`src/rtl/uirq_pkg.sv`:
```
package uirq_pkg;
    localparam int NSRC      = 3;
    localparam int SRC_RXTH  = 0;
    localparam int SRC_TX    = 1;
    localparam int SRC_RXTO  = 2;

    localparam logic ADDR_CTRL = 1'b0;
    localparam logic ADDR_STAT = 1'b1;

    typedef enum logic {
        FLAG_IDLE = 1'b0,
        FLAG_PEND = 1'b1
    } flag_state_t;

    function automatic int ctl_pos(input int src);
        case (src)
            SRC_RXTH: return 12;
            SRC_TX:   return 13;
            default:  return 9;
        endcase
    endfunction

    function automatic int sts_pos(input int src);
        case (src)
            SRC_RXTH: return 4;
            SRC_TX:   return 5;
            default:  return 9;
        endcase
    endfunction
endpackage

```
`src/rtl/uirq_edge.sv`:
```
module uirq_edge #(
    parameter int W = 3
) (
    input  logic         clk,
    input  logic         rst_n,
    input  logic [W-1:0] cond,
    output logic [W-1:0] rise
);
    logic [W-1:0] cond_q;

    always_ff @(posedge clk) begin
        if (!rst_n) cond_q <= '0;
        else        cond_q <= cond;
    end

    assign rise = cond & ~cond_q;
endmodule

```
`src/rtl/uirq_flag.sv`:
```
module uirq_flag
    import uirq_pkg::*;
(
    input  logic clk,
    input  logic rst_n,
    input  logic set_i,
    input  logic clr_i,
    output logic pend_o
);
    flag_state_t state_q, state_d;

    always_comb begin
        state_d = state_q;
        unique case (state_q)
            FLAG_IDLE: if (set_i) state_d = FLAG_PEND;
            FLAG_PEND: if (clr_i && !set_i) state_d = FLAG_IDLE;
        endcase
    end

    always_ff @(posedge clk) begin
        if (!rst_n) state_q <= FLAG_IDLE;
        else        state_q <= state_d;
    end

    always_comb begin
        pend_o = (state_q == FLAG_PEND);
    end
endmodule

```
`src/rtl/uirq_regs.sv`:
```
module uirq_regs
    import uirq_pkg::*;
#(
    parameter int DATA_W = 32
) (
    input  logic              clk,
    input  logic              rst_n,
    input  logic              wr,
    input  logic              addr,
    input  logic [DATA_W-1:0] wdata,
    input  logic [NSRC-1:0]   pend,
    output logic [NSRC-1:0]   en,
    output logic [NSRC-1:0]   clr,
    output logic [DATA_W-1:0] rdata
);
    logic [DATA_W-1:0] ctrl_q;
    logic [DATA_W-1:0] stat_view;

    always_ff @(posedge clk) begin
        if (!rst_n)                      ctrl_q <= '0;
        else if (wr && addr == ADDR_CTRL) ctrl_q <= wdata;
    end

    always_comb begin
        stat_view = '0;
        for (int i = 0; i < NSRC; i++) begin
            stat_view[sts_pos(i)] = pend[i];
        end
    end

    for (genvar g = 0; g < NSRC; g++) begin : g_src
        assign en[g]  = ctrl_q[ctl_pos(g)];
        assign clr[g] = wr && (addr == ADDR_STAT) && wdata[sts_pos(g)];
    end

    assign rdata = (addr == ADDR_STAT) ? stat_view : ctrl_q;
endmodule

```
`src/rtl/uart_irq_agg.sv`:
```
module uart_irq_agg
    import uirq_pkg::*;
#(
    parameter int DATA_W    = 32,
    parameter int RXQ_DEPTH = 16,
    parameter int RX_TRIG   = 8,
    localparam int CNT_W    = $clog2(RXQ_DEPTH + 1)
) (
    input  logic              clk,
    input  logic              rst_n,
    input  logic [CNT_W-1:0]  rx_count,
    input  logic              rx_tmo,
    input  logic              tx_below,
    input  logic              reg_wr,
    input  logic              reg_addr,
    input  logic [DATA_W-1:0] reg_wdata,
    output logic [DATA_W-1:0] reg_rdata,
    output logic              irq
);
    logic [NSRC-1:0] cond_w;
    logic [NSRC-1:0] rise_w;
    logic [NSRC-1:0] clr_w;
    logic [NSRC-1:0] pend_w;
    logic [NSRC-1:0] en_w;

    always_comb begin
        cond_w           = '0;
        cond_w[SRC_RXTH] = (32'(rx_count) >= RX_TRIG);
        cond_w[SRC_TX]   = tx_below;
        cond_w[SRC_RXTO] = rx_tmo;
    end

    uirq_edge #(.W(NSRC)) u_edge (
        .clk   (clk),
        .rst_n (rst_n),
        .cond  (cond_w),
        .rise  (rise_w)
    );

    for (genvar g = 0; g < NSRC; g++) begin : g_flag
        uirq_flag u_flag (
            .clk    (clk),
            .rst_n  (rst_n),
            .set_i  (rise_w[g]),
            .clr_i  (clr_w[g]),
            .pend_o (pend_w[g])
        );
    end

    uirq_regs #(.DATA_W(DATA_W)) u_regs (
        .clk   (clk),
        .rst_n (rst_n),
        .wr    (reg_wr),
        .addr  (reg_addr),
        .wdata (reg_wdata),
        .pend  (pend_w),
        .en    (en_w),
        .clr   (clr_w),
        .rdata (reg_rdata)
    );

    assign irq = |(pend_w & en_w);
endmodule

```
`config.mk`:
```
export PLATFORM = sky130hd
export DESIGN_NAME = uart_irq_agg
export DESIGN_NICKNAME = d
export VERILOG_FILES = /design/src/rtl/uirq_pkg.sv /design/src/rtl/uirq_edge.sv /design/src/rtl/uirq_flag.sv /design/src/rtl/uirq_regs.sv /design/src/rtl/uart_irq_agg.sv
export SDC_FILE = /design/constraint.sdc
export NUM_CORES = 1
export LEC_CHECK = 0
export BUFFER_PORTS_ARGS = -buffer_cell sky130_fd_sc_hd__buf_2
export CAP_MARGIN = 10
export CORE_UTILIZATION = 30
export CTS_CLUSTER_DIAMETER = 120
export CTS_CLUSTER_SIZE = 30
export DETAILED_ROUTE_END_ITERATION = 8
export PLACE_DENSITY = 0.61
export SKIP_LAST_GASP = 1
export SLEW_MARGIN = 15
export SYNTH_ARGS = -nofsm -noshare
export SYNTH_HDL_FRONTEND = slang
export SYNTH_SLANG_ARGS = --single-unit
```
`constraint.sdc`:
```
create_clock -name clk -period 1.7 [get_ports clk]
set_input_delay 0.34 -clock clk [delete_from_list [all_inputs] [get_ports clk]]
set_output_delay 0.34 -clock clk [all_outputs]
set_load 0.05 [all_outputs]
```
# After elaboration in Yosys (flattened, before gate mapping)
# Index checks and enable logic that the tools add are counted.
# totals
out_inout_bits,33
inputBits,43
latch_bits,0
memories,0
word_cells,35
reg_bits,38
rom_bits,0
ram_bits,0
# op_classes
mux,10
shifts,0
n_addsub,0
multipliers,0
bitwise,7
div_mod_pow,0
reduce_logical,12
eq_ne,0
order_cmp,1
# op_table
cell,count
$mux 32,1
$logic_and 1x1->1,8
$and 3x3->3,2
$mux 1,6
$pmux 1 s2,3
$ge 5x4->1 const B,1
$not 1->1,4
$logic_not 1->1,3
$not 3->3,1
$reduce_or 3->1,1

# Logic depth before layout (Yosys ltp)
# logic_depth
word_depth,6
depth_mapped,6
mapped_depth_nobuf,3

# Cells and area by module
# From an unflattened synthesis, not the netlist that was laid out.
# unflattened
cells_unflattened,203
hier_area_um2,1871.8
# modules_own_cells
module,cells_each,area_per_inst_um2,instances,seq_area_each_um2
uirq_regs,182,1607.8,1,640.6
uirq_flag,3,41.3,3,20.0
uirq_edge,9,120.1,1,60.1
uart_irq_agg,3,20.0,1,0.0

# Worst setup path before layout
# OpenSTA, ideal clock, no wires.
# synth_path
kind,input-to-output
from,in reg_addr
to,out reg_rdata[0]
stages,3
path_buffers,2
setup_slack_ns,-0.004
t_required_ns,1.360
arrival_ns,1.364
path_cell_list,buf_6 -> clkbuf_1 -> nor2b_1
# synth_between
elab_chain_len,1
# synth_rtl
item,line,rtl
"start, declared",uart_irq_agg.sv:15,"input logic reg_addr,"
$mux 32,uirq_regs.sv:36,assign rdata = (addr == ADDR_STAT) ? stat_view : ctrl_q;
"end, declared",uart_irq_agg.sv:17,"output logic [DATA_W-1:0] reg_rdata,"
# Every way passes these cells.

# Final worst setup path
# layout_path
from,reg g_flag[2].u_flag.state_q
to,out irq
# layout_between
elab_chain_len,2
# layout_rtl
item,line,rtl
"start, declared",uirq_flag.sv:10,"flag_state_t state_q, state_d;"
"start signal, assigned",uirq_flag.sv:22,else state_q <= state_d;
$and 3x3->3,uart_irq_agg.sv:62,assign irq = |(pend_w & en_w);
$reduce_or 3->1,uart_irq_agg.sv:62,
"end, declared",uart_irq_agg.sv:18,output logic irq
# Every way passes these cells.

==> metrics.txt <==
status=complete, no violations; syn_nets=around 240; nets=about 310; drt total wl=3790 um; Setup TNS Final=0 ps; cell with the most instances after synthesis=nand2_1; Hold Startpoint=tx_below; Post-synth EDFFs=0; Worst Setup End Kind=output pin; worst hold path class=input port to flip-flop; DRT iter0 DRCs=56; Slew Limit Fails=0; initial antenna violation count=0; Worst-Margin Slew=514 ps; sequential area share after synthesis=44.8%; ranking of synthesized cells by area=dfxtp_1, nand2_1, a21boi_1; largest net degree at the start of global routing=33; top_reg_cell synth=dfxtp_1; Synth Warn #=0; Post-synth ARST share=0%; clock sink total=38; core region area=between 5000 and 6000 um^2; first-pass GRT wire length=between 6000 and 7000 um; gr ovfl total=0; Avg Inst Size Synth=between 8 and 9 um^2; Root Buffer=clkbuf_8; fin area=2180 um^2; CP startpoint kind=flip-flop; max frequency=0.643 GHz; Die Ht=77.2 um; FF-to-FF End=g_flag[0].u_flag.pend_o; Hold Path Sink=u_edge.cond_q[1]; Rel. slew slack=65.7%; Port Buffers=72; clk slew on worst S/H paths=about 70 ps; Pwr per Cell Area=852 nW/um^2; Die Width=77.2 um; Avg WL per Cell=between 10 and 15 um; via count=1463; r2r setup slk=1040 ps; Post-DP HPWL=2530 um; later-pin clock latency in the skew report=280 ps; Hold Vio Cnt, Final=0; Tot GR Track Use=13.4%; hold path cells=2; Mapped Area=~1700 um^2; RSZ-0062 raised after global routing=no; top cell type's share of synthesized area=between 40% and 50%; row cnt=27; Tmin final=1560 ps; CTS Buf Count=5; critical-path maximum fanout=3; MaxCap Viol Count=0; Distinct cells, synth=20; synthesis-to-layout area growth=28.4%; Cell Area, Placed=2100 um^2; Reg-to-Reg Start=g_flag[0].u_flag.pend_o; H-tree depth=2; Setup Fix Bufs, Post-CTS=0; CP required=roughly 1400 ps; drt pass-1 iters=4; Starting Density=31.0%; Syn Inst Count=199; endpoints failing setup=0; TritonCTS clock tree=yes; final worst path period share=91.5%; final antenna-violating net count=0; Leakage Power=0.00103 uW; Arrival @ worst endpoint=about 1200 ps; n_diodes=0; clock buffer depth=2; vias in the first global route=1300; cells on worst reg2reg path=1; I/O pin count=76; DIE AREA=5960 um^2; global placement routability congestion=about 0.64; # fillers=614; Post-synth top cells=nand2_1, dfxtp_1, a21boi_1, nor2b_1, and2b_1; drt drc=0; share of layout cells above drive strength 1=32.7%; leading area contributor after synthesis=dfxtp_1; peak supply drop=0.451 mV; routed vias/inst=between 4 and 5; clk_skew=2.18 ps; register bit total from synthesis=38; Hold Buf Count CTS=0; CP Class=flip-flop to output pin; # resized after CTS=0
==> worst max-delay path by stage <==
stage                                        from           end  slack (ps)  depth (start not counted)
after floorplan                          reg_addr  reg_rdata[0]          -4                          3
after global placement                   reg_addr  reg_rdata[9]         190                          3
after detailed placement                 reg_addr  reg_rdata[4]         190                          3
after CTS                 g_flag[2].u_flag.pend_o           irq         130                          3
after global routing      g_flag[2].u_flag.pend_o           irq          80                          3
final                     g_flag[2].u_flag.pend_o           irq         140                          3
==> report_power, final <==
part / switching (uW) / internal (uW)
sequential: 20.7 / 935
combinational: 199 / 126
clock: 295 / 282
==> sequential cells by signal, summed over array words and instances (netlist names) <==
name,cells
g_flag.u_flag.pend_o,3
u_edge.cond_q,3
u_regs.ctrl_q,32
==> metrics by stage <==
| stage | instances | setup WS, ps | hold slack, ps | utilization (%) | power [uW] |
|---|---|---|---|---|---|
| detailed placement | 334 | 191 | 440 | 38.5 | 1310 |
| finish | 341 | 144 | 261 | 39.8 | 1860 |
| floorplan | 199 | -4.12 | 430 | - | 1210 |
| CTS | 341 | 127 | 256 | 39.8 | 1900 |
| global route | 341 | 82.6 | 262 | 39.8 | 1960 |
| global placement | 334 | 185 | 436 | 38.5 | 1300 |
==> cells in the final DEF, fill, tap and decap left out, types with 3 or more instances in the layout <==
cell type / count
dfxtp_1: 38
mux2_2: 3
buf_2: 72
buf_4: 4
a21boi_1: 30
nand2_1: 64
clkbuf_8: 5
and2b_1: 8
nor2b_1: 25
nand3_1: 3
==> cell type report <==
cell class	instances	area (um^2)	share of cell area, %
flip-flops and latches	38	761	34.9
repair buffers	78	430	19.7
clock buffers	7	76.3	3.50
multi-input cells	144	816	37.4
inverters	2	7.51	0.344
well taps	72	90.1	4.13
==> logic make-up after synthesis <==
logic type | synth area share [%]
and+or+nand+nor | 29.7
DFF | 44.8
AOI/OAI and AO/OA | 16.4
buffers and inverters | 7.15
muxes | 1.99
==> per-layer routing <==
layer  GRT usage, %  vias up  wire length [um]  share of wire, %
met5              0        -                 0                 0
li1               -      768                 -                 -
met1           16.5      643              1840                48
met3           4.40        6               286               7.5
met2           21.2       46              1610                43
met4           5.66        0                57               1.5
==> critical path, stage by stage, from the launching register on <==
cell and delay (ps):
dfxtp_1 330, a222oi_1 320, inv_1 70, buf_2 220
Note: power is estimated with default switching activity, not from simulation.
